**config.mk**
```make
export PLATFORM = sky130hd
export DESIGN_NAME = edid_patch_stream
export DESIGN_NICKNAME = d
export VERILOG_FILES = /design/src/rtl/edid_patch_pkg.sv /design/src/rtl/edid_beat_track.sv /design/src/rtl/edid_sum_track.sv /design/src/rtl/edid_sticky_flag.sv /design/src/rtl/edid_field_patch.sv /design/src/rtl/edid_patch_stream.sv
export SDC_FILE = /design/constraint.sdc
export NUM_CORES = 1
export LEC_CHECK = 0
export ABC_CLOCK_PERIOD_IN_PS = 6800
export BUFFER_PORTS_ARGS = -buffer_cell sky130_fd_sc_hd__clkbuf_2
export CORE_UTILIZATION = 42
export DETAILED_ROUTE_END_ITERATION = 16
export SYNTH_ARGS = -nofsm -noshare
export SYNTH_HDL_FRONTEND = slang
export SYNTH_HIERARCHICAL = 1
export SYNTH_SLANG_ARGS = --single-unit
```
**constraint.sdc**
```tcl
create_clock -name clk -period 6.8 [get_ports clk]
set_clock_uncertainty 0.15 [all_clocks]
set_input_delay 0 -clock clk [delete_from_list [all_inputs] [get_ports clk]]
set_output_delay 0 -clock clk [all_outputs]
set_load 0.1 [all_outputs]
```
**src/rtl/edid_patch_pkg.sv**
```systemverilog
package edid_patch_pkg;
   localparam int EDID_LEN   = 128;
   localparam int HDR_LEN    = 8;
   localparam int OFS_VER    = 'h12;
   localparam int OFS_REV    = 'h13;
   localparam int OFS_INPUT  = 'h14;
   localparam int OFS_EXT    = 'h7E;
   localparam int OFS_CSUM   = 'h7F;
   localparam int VER_VALUE  = 'h01;
   localparam int REV_VALUE  = 'h03;
   localparam int NFLAG      = 3;
   localparam int FLAG_HDR   = 0;
   localparam int FLAG_VER   = 1;
   localparam int FLAG_CSUM  = 2;

   typedef enum logic {
      SINK_ANALOG  = 1'b0,
      SINK_DIGITAL = 1'b1
   } sink_mode_e;

   function automatic logic [7:0] hdr_expected(input int pos);
      return (pos == 0 || pos == HDR_LEN - 1) ? 8'h00 : 8'hFF;
   endfunction
endpackage

```
**src/rtl/edid_beat_track.sv**
```systemverilog
module edid_beat_track #(
   parameter int LEN = 128,
   localparam int IW = $clog2(LEN)
) (
   input  logic          clk,
   input  logic          rst_n,
   input  logic          in_valid,
   input  logic          in_sob,
   output logic          beat,
   output logic          first,
   output logic          last,
   output logic          cut,
   output logic [IW-1:0] beat_idx
);
   logic [IW-1:0] cnt_q;
   logic          active_q;

   always_comb begin
      first    = in_valid && in_sob;
      beat     = in_valid && (in_sob || active_q);
      beat_idx = in_sob ? '0 : cnt_q;
      last     = beat && (beat_idx == IW'(LEN - 1));
      cut      = first && active_q;
   end

   always_ff @(posedge clk or negedge rst_n) begin
      if (!rst_n) begin
         cnt_q    <= '0;
         active_q <= 1'b0;
      end else if (beat) begin
         cnt_q    <= beat_idx + 1'b1;
         active_q <= !last;
      end
   end
endmodule

```
**src/rtl/edid_sum_track.sv**
```systemverilog
module edid_sum_track #(
   parameter int W = 8
) (
   input  logic         clk,
   input  logic         rst_n,
   input  logic         beat,
   input  logic         first,
   input  logic [W-1:0] add_val,
   output logic [W-1:0] sum_before
);
   logic [W-1:0] acc_q;

   assign sum_before = first ? '0 : acc_q;

   always_ff @(posedge clk or negedge rst_n) begin
      if (!rst_n)    acc_q <= '0;
      else if (beat) acc_q <= sum_before + add_val;
   end
endmodule

```
**src/rtl/edid_sticky_flag.sv**
```systemverilog
module edid_sticky_flag (
   input  logic clk,
   input  logic rst_n,
   input  logic beat,
   input  logic first,
   input  logic hit,
   output logic flag
);
   always_ff @(posedge clk or negedge rst_n) begin
      if (!rst_n)    flag <= 1'b0;
      else if (beat) flag <= first ? hit : (flag | hit);
   end
endmodule

```
**src/rtl/edid_field_patch.sv**
```systemverilog
module edid_field_patch
   import edid_patch_pkg::*;
#(
   parameter int W  = 8,
   parameter int IW = 7
) (
   input  logic [W-1:0]  in_byte,
   input  logic [IW-1:0] idx,
   input  sink_mode_e    mode,
   output logic [W-1:0]  patched
);
   localparam logic [IW-1:0] IX_INPUT = IW'(OFS_INPUT);
   localparam logic [IW-1:0] IX_EXT   = IW'(OFS_EXT);

   always_comb begin
      patched = in_byte;
      if (idx == IX_INPUT)    patched = {mode == SINK_DIGITAL, in_byte[W-2:0]};
      else if (idx == IX_EXT) patched = W'(mode == SINK_DIGITAL);
   end
endmodule

```
**src/rtl/edid_patch_stream.sv**
```systemverilog
module edid_patch_stream
   import edid_patch_pkg::*;
#(
   parameter int DATA_W    = 8,
   parameter int BLOCK_LEN = EDID_LEN,
   localparam int IW       = $clog2(BLOCK_LEN)
) (
   input  logic              clk,
   input  logic              rst_n,
   input  logic              target_digital,
   input  logic              in_valid,
   input  logic              in_sob,
   input  logic [DATA_W-1:0] in_byte,
   output logic              out_valid,
   output logic [DATA_W-1:0] out_byte,
   output logic              out_last,
   output logic              hdr_err,
   output logic              ver_err,
   output logic              csum_err,
   output logic              abort_flag
);
   if (DATA_W != 8) begin : g_bad_width
      $error("edid_patch_stream: DATA_W must be 8");
   end
   if (BLOCK_LEN != EDID_LEN) begin : g_bad_len
      $error("edid_patch_stream: BLOCK_LEN must equal the base block length");
   end

   localparam logic [IW-1:0] IX_VER  = IW'(OFS_VER);
   localparam logic [IW-1:0] IX_REV  = IW'(OFS_REV);
   localparam logic [IW-1:0] IX_CSUM = IW'(OFS_CSUM);

   logic              beat, first, last, cut;
   logic [IW-1:0]     beat_idx;
   sink_mode_e        mode_q, mode_eff;
   logic [DATA_W-1:0] patched, next_byte;
   logic [DATA_W-1:0] in_sum, out_sum;
   logic [HDR_LEN-1:0] hdr_mis;
   logic [NFLAG-1:0]  flag_hit, flag_q;

   edid_beat_track #(.LEN(BLOCK_LEN)) u_track (
      .clk(clk), .rst_n(rst_n), .in_valid(in_valid), .in_sob(in_sob),
      .beat(beat), .first(first), .last(last), .cut(cut), .beat_idx(beat_idx)
   );

   always_ff @(posedge clk or negedge rst_n) begin
      if (!rst_n)     mode_q <= SINK_ANALOG;
      else if (first) mode_q <= sink_mode_e'(target_digital);
   end
   assign mode_eff = first ? sink_mode_e'(target_digital) : mode_q;

   edid_field_patch #(.W(DATA_W), .IW(IW)) u_patch (
      .in_byte(in_byte), .idx(beat_idx), .mode(mode_eff), .patched(patched)
   );

   edid_sum_track #(.W(DATA_W)) u_in_sum (
      .clk(clk), .rst_n(rst_n), .beat(beat), .first(first),
      .add_val(in_byte), .sum_before(in_sum)
   );

   edid_sum_track #(.W(DATA_W)) u_out_sum (
      .clk(clk), .rst_n(rst_n), .beat(beat), .first(first),
      .add_val(next_byte), .sum_before(out_sum)
   );

   assign next_byte = (beat_idx == IX_CSUM) ? DATA_W'(DATA_W'(0) - out_sum) : patched;

   for (genvar k = 0; k < HDR_LEN; k++) begin : g_hdr
      assign hdr_mis[k] = (beat_idx == IW'(k)) && (in_byte != hdr_expected(k));
   end

   always_comb begin
      flag_hit[FLAG_HDR]  = |hdr_mis;
      flag_hit[FLAG_VER]  = ((beat_idx == IX_VER) && (in_byte != DATA_W'(VER_VALUE))) ||
                            ((beat_idx == IX_REV) && (in_byte != DATA_W'(REV_VALUE)));
      flag_hit[FLAG_CSUM] = (beat_idx == IX_CSUM) && (DATA_W'(in_sum + in_byte) != '0);
   end

   for (genvar f = 0; f < NFLAG; f++) begin : g_flag
      edid_sticky_flag u_flag (
         .clk(clk), .rst_n(rst_n), .beat(beat), .first(first),
         .hit(flag_hit[f]), .flag(flag_q[f])
      );
   end

   assign hdr_err  = flag_q[FLAG_HDR];
   assign ver_err  = flag_q[FLAG_VER];
   assign csum_err = flag_q[FLAG_CSUM];

   always_ff @(posedge clk or negedge rst_n) begin
      if (!rst_n) begin
         out_valid  <= 1'b0;
         out_byte   <= '0;
         out_last   <= 1'b0;
         abort_flag <= 1'b0;
      end else begin
         out_valid <= beat;
         out_last  <= last;
         if (beat)  out_byte   <= next_byte;
         if (first) abort_flag <= cut;
      end
   end
endmodule

```
==> impl_metrics.ini, run 1 <==
[pwr]
peakVddDrop_mv = 0.133
power_density_mw_per_mm2 = 328
p_int_mw = 0.704
clockPowerShare_pct = 19.7
leakagePower_nw = 1.61
power_frac_comb_pct = 53.2
p_sw_share_pct = 41.2
p_switching_mw = 0.494
seqPwrFrac_pct = 27.1

[setup_path]
crit_arrival_ns = 3.99
ff2ff_path_depth = 10
start_kind = primary input
worstSetupPathType = primary input to register
slowest_stage = inv_1
r2r_end = u_out_sum/acc_q[7]
worstPathCellList = dlygate4sd3_1 -> clkbuf_2 -> nand2_1 -> inv_1 -> nand2b_1 -> inv_1 -> inv_1 -> ha_1 -> nor3b_2 -> nand2_1 -> xor2_1 -> mux2_4 -> ha_1 -> nand2_1 -> o21bai_1 -> o311ai_1 -> or3b_1
cp-end-kind = register
path_max_fanout = 22
r2r_slack_ns = 3.17
r2r-start = u_track/cnt_q[2]
critPathTopFamily = buffers and inverters
critPathRequiredTime_ns = 6.83
slowest_delay_ns = 0.58
worst-path-buf-inv = 5

[detailed_routing]
wl_met1_um = 3530
drcViolationCount = 0
wire_per_inst_um = 15.2
post_drt_via_cell_ratio = 5.59
drt_first_pass_iters = 4
finalWirelength_um = 7110
top_layer = met4
routed-via-count = 2616
wl_met3_um = 231
final_antenna_net_count = 0
route.met2.wl_um = 3280
drtIter0Drc = 126

[global_route]
grt_max_degree = 40
grt_pass1_wl_um = 12200
grt_usage_pct = 19.7
antenna_found_initial = 0
grt_pass1_vias = 2530
grt_overflow = 0

[cts]
cts_tree = built
cts.sinks = 39
clk_latency_ns = 0.29
cts_root_buffer = clkbuf_8
post_cts_buffers = 0
clk_pin_slew_worst_paths_ns = 0.09
cts_made_buffers = 5
htree_levels = 2
cts_buffer_depth = 2

[logic_synthesis]
synth_nets = 372
synth_flop_cell = dfrtp_1
ys_types = 63
synth-seq-area-share_pct = 30.3
netlist_area_mm2 = 0.00322
async_reset_ff_share_pct = 100
synth_top_area_share_pct = 30.3
synth_edf_count = 0
synthCells = 333
synth_most_common_cell = dfrtp_1
synth_warnings = 6
ys_ff_latch = 39
syn_area_per_cell_um2 = 9.67
synth.area.top_cells = dfrtp_1, ha_1, nor2b_1
synth_top_cell_by_area = dfrtp_1
synth.top_cells.by_count = dfrtp_1, nor2b_1, nor2_1

[floorplan]
num_rows = 31
io_pins = 27
die_y_um = 89.6
die_w_um = 89.6
fp.dieArea_mm2 = 0.00802
initial_core_util_pct = 43.9
core_mm2 = 0.00733

[place]
globalplace.congestion = 0.771
port_buffers = 26
dpl-instance-area_mm2 = 0.00346
dp_hpwl_um = 5240
place_ws_ns = 3.05

[final_layout]
n_antenna_cell = 0
final_core_util_pct = 49.8
drive_above_1_share_pct = 19.2
area_delta_synth_final_pct = 13.4
nets = 407
fin_area_mm2 = 0.00365

[sta]
clock.fmax_mhz = 252
rsz0062_at_grt = no
tns_ns = 0
worstMarginPinSlew_ns = 0.990
worst_slack_ns = 2.84
drv_slew = 0
setup_viol = 0
min_period_ns = 3.96
worst_hold_slack_ns = 0.0183
min_period_over_period_pct = 58.3
hold_viol_final = 0
slew_headroom_pct = 34.0

[worst_hold_path]
holdPathEnd = u_in_sum/acc_q[0]
hold_depth = 3
hp-start = in_byte[0]
hp-class = primary input to register

[status]
status = completed

[flow_run]
maxCapViolCount = 0
==> power by group through the flow <==
| stage | combinational (mW) | sequential [mW] | clock [mW] |
|---|---|---|---|
| floorplan | 0.466 | 0.369 | 0 |
| global placement | 0.619 | 0.329 | 0 |
| detailed placement | 0.630 | 0.329 | 0 |
| CTS | 0.637 | 0.325 | 0.242 |
| global route | 0.711 | 0.331 | 0.253 |
| finish | 0.638 | 0.324 | 0.236 |
==> tightest hold or removal path, stage by stage <==
cell	delay (ns)
clkbuf_2	0.16
ha_1	0.14
mux2_2	0.13
==> flip-flops by register name, summed over array words and instances, names as in the netlist, 3 cells and up <==
| signal | flops |
|---|---|
| u_out_sum/acc_q | 8 |
| g_flag.u_flag/flag | 3 |
| u_in_sum/acc_q | 8 |
| u_track/cnt_q | 7 |
| out_byte | 8 |
==> stage by stage <==
stage / instances / power, mW
floorplan: 333 / 0.835
global placement: 455 / 0.948
detailed placement: 455 / 0.960
CTS: 468 / 1.20
global route: 468 / 1.29
finish: 468 / 1.20
==> layout make-up <==
class | count | area (um2)
timing repair buffer | 32 | 188
tap | 99 | 124
fill | 685 | 3680
sequential | 39 | 976
clock buffer | 5 | 68.8
multi-input combinational | 271 | 2160
clock inverter | 3 | 67.6
inverter | 19 | 71.3
==> timing repair <==
action	4_1_cts	5_1_grt
endpoints found under the setup margin	0	0
hold buffers	5	0
resized for setup	0	0
endpoints found under the hold margin	43	0
==> cell usage in the layout, fill, tap and decap left out, types with 7 or more instances in the layout <==
master / synthesis / routed
dfrtp_1: 39 / 39
nor2b_1: 33 / 33
nor2_1: 28 / 28
clkbuf_2: 0 / 26
ha_1: 23 / 23
nand2_1: 20 / 20
inv_1: 19 / 19
xnor2_1: 12 / 12
mux2_4: 11 / 11
mux2_2: 7 / 7
nand3_1: 7 / 7
a21o_1: 7 / 7
==> logic make-up after synthesis <==
kind of cell	synth area share, %
buffers and inverters	2.72
XOR/XNOR	4.90
AO/OA/AOI/OAI	20.1
AND/OR/NAND/NOR	21.5
adder cells (fa/ha/maj)	10.8
multiplexers	9.68
flip-flops	30.3
==> layer usage <==
metal,up-vias,GRT usage (%)
met2,54,31.9
li1,1301,-
met4,0,5.05
met1,1253,27.5
met5,-,0
met3,8,2.95
==> worst max-delay path by stage <==
stage / startpoint / to / slack (ns) / cells after the start
6_report: in_sob / u_out_sum/acc_q[7] / 2.84 / 17
5_1_grt: in_sob / u_out_sum/acc_q[7] / 2.41 / 16
4_1_cts: in_sob / u_out_sum/acc_q[7] / 2.82 / 17
3_5_place_dp: in_sob / u_out_sum/acc_q[7] / 3.05 / 16
3_3_place_gp: in_sob / u_out_sum/acc_q[7] / 3.18 / 16
2_1_floorplan: u_track/cnt_q[2] / u_out_sum/acc_q[7] / 3.59 / 10
Note: power is estimated with default switching activity, not from simulation.
==> run 2: changes to the inputs <==
- ABC_AREA: unset -> 1
- ABC_CLOCK_PERIOD_IN_PS: 6800 -> 3600
- clock period: 6.8 -> 3.6 ns (I/O delays scaled with it)
==> run 2 against run 1 <==
Register-to-register slack got worse by 2.6 ns. Clock power rose by 29%. Combinational power rose by 110%. Non-clock buffer count rose by 1. Critical path type is now register to register. Largest power group unchanged.
==> impl_metrics.ini, run 2 <==
[detailed_routing]
finalWirelength_um = 8050
drcViolationCount = 0
drt_first_pass_iters = 4
routed-via-count = 3266
post_drt_via_cell_ratio = 4.90
drtIter0Drc = 123
final_antenna_net_count = 0
wire_per_inst_um = 12.1

[floorplan]
core_mm2 = 0.00785
fp.dieArea_mm2 = 0.00864
num_rows = 32
initial_core_util_pct = 44.3
io_pins = 27
die_y_um = 93.0
die_w_um = 93.0

[place]
dp_hpwl_um = 6220
port_buffers = 26
place_ws_ns = 0.661
globalplace.congestion = 0.858

[logic_synthesis]
syn_area_per_cell_um2 = 6.58
synth_most_common_cell = nand2_1
synth.top_cells.by_count = nand2_1, inv_1, nor2_1
ys_ff_latch = 39
synth_edf_count = 0
synth_warnings = 6
ys_types = 38
synthCells = 528
synth.area.top_cells = dfrtp_1, nand2_1, inv_1
synth_top_cell_by_area = dfrtp_1
netlist_area_mm2 = 0.00347
synth_top_area_share_pct = 28.1
synth-seq-area-share_pct = 28.1
synth_nets = 567
async_reset_ff_share_pct = 100
synth_flop_cell = dfrtp_1

[setup_path]
r2r-start = u_track/cnt_q[6]
cp-end-kind = register
critPathRequiredTime_ns = 3.64
crit_arrival_ns = 3.02
slowest_delay_ns = 0.42
worstPathCellList = inv_1 -> nor2_1 -> inv_1 -> nor2_4 -> nand3_1 -> nand2_1 -> nand2_2 -> o21ai_2 -> ha_1 -> inv_1 -> fa_1 -> inv_1 -> nand2_1 -> nand2_1 -> nand3b_1 -> nand2_1 -> nand2_1 -> nand3_1 -> nand2_1
start_kind = register
path_max_fanout = 8
r2r_slack_ns = 0.62
slowest_stage = nor2_1
cpMostUsedCell = nand2_1
crit_start = u_track/cnt_q[6]
worstSetupPathType = register to register

[sta]
drv_slew = 0
tns_ns = 0
min_period_over_period_pct = 82.9
worst_slack_ns = 0.617
slew_headroom_pct = 31.7
rsz0062_at_grt = no
hold_viol_final = 0
clock.fmax_mhz = 335
min_period_ns = 2.98
worstMarginPinSlew_ns = 1.03
setup_viol = 0

[global_route]
grt_pass1_vias = 3014
antenna_found_initial = 0
grt_overflow = 0
grt_usage_pct = 20.2
grt_max_degree = 54
grt_pass1_wl_um = 14000

[worst_hold_path]
hp-start = in_sob
hp-class = primary input to register

[pwr]
leakagePower_nw = 2.17
peakVddDrop_mv = 0.243
power_density_mw_per_mm2 = 594

[cts]
cts_resized = 0
cts_tree = built
cts.sinks = 39
post_cts_buffers = 0
cts_made_buffers = 5
clk_latency_ns = 0.30
clk_pin_slew_worst_paths_ns = 0.08
htree_levels = 2
cts_root_buffer = clkbuf_8
cts_buffer_depth = 2

[final_layout]
layout_common_cells = nand2_1, inv_1, nor2_1, nand3_1, dfrtp_1
area_delta_synth_final_pct = 9.87
final_common_cell = nand2_1
drive_above_1_share_pct = 13.8
nets = 602
reg_top3 = out_byte (8), u_in_sum/acc_q (8), u_out_sum/acc_q (8)
n_antenna_cell = 0

[status]
status = completed

[flow_run]
maxCapViolCount = 0
## run 2: cell types whose count changed in the layout (fill, tap and decap cells not counted), sizes merged, moves of 8 or more
cell / previous run / this run
o21ai: 11 / 22
or2: 0 / 8
nand2: 20 / 191
a21o: 8 / 0
nand3: 8 / 41
a211oi: 8 / 0
inv: 19 / 95
nor2: 28 / 50
nor2b: 34 / 0
xnor2: 12 / 0
mux2: 24 / 2
## run 2: per-layer routing
| metal | wire [um] | track usage [%] |
|---|---|---|
| met1 | 4030 | 27.4 |
| met2 | 3720 | 34.0 |
| met4 | 87 | 4.62 |
| met5 | 0 | 0 |
| met3 | 218 | 2.79 |
## run 2: through the flow
step                hold slack [ns]  util (%)  total power, mW  std cells  cell area [um2]
global placement             0.0883      46.9             1.95        653             3680
detailed placement           0.0886      46.9             1.97        653             3680
global route                 0.0982      48.6             2.50        666             3820
finish                       0.0327      48.6             2.27        666             3820
floorplan                    -0.446         -             1.71        528             3470
CTS                          0.0406      48.6             2.28        666             3820
## run 2: area by class of cell
type,count,area (um2)
fill,820,4030
tap,102,128
inverter,95,357
multi-input combinational,389,2080
clock inverter,3,15.0
clock buffer,5,68.8
sequential,39,976
timing repair buffer,33,195
## run 2: cell families (layout without fill, tap and decap cells)
kind of cell	after synthesis	in the layout	share of synthesized area (%)
AO/OA/AOI/OAI	45	45	8.03
buffers and inverters	100	136	12.1
flip-flops	39	39	28.1
XOR/XNOR	3	3	0.756
AND/OR/NAND/NOR	313	313	40.4
adder cells (fa/ha/maj)	26	26	10.0
multiplexers	2	2	0.648
## run 2: worst paths after layout
| path | to | depth (start not counted) |
|---|---|---|
| worst max register to register | u_out_sum/acc_q[6] | 19 |
| worst min register to register | g_flag[2].u_flag/flag | 2 |
| max in group asynchronous | mode_q | 2 |
| worst max-delay path | u_out_sum/acc_q[6] | 19 |
| worst min-delay path | u_track/cnt_q[3] | 6 |
| min in group asynchronous | u_track/cnt_q[4] | 2 |
## run 2: critical path: cells and delay by family, from the launching register on
kind	cells	cell delay, ns
DFF	1	0.36
and+or+nand+nor	12	1.40
buffers and inverters	4	0.35
adders and majority gates	2	0.55
AOI/OAI and AO/OA	1	0.08
## run 2: where the power goes
part,internal (mW),switching (mW)
clock,0.133,0.171
combinational,0.441,0.892
sequential,0.564,0.0691
## run 2: repair_timing
action / 4_1_cts / 5_1_grt
setup endpoints to repair: 0 / 0
hold buffers: 5 / 0
endpoints found under the hold margin: 42 / 0
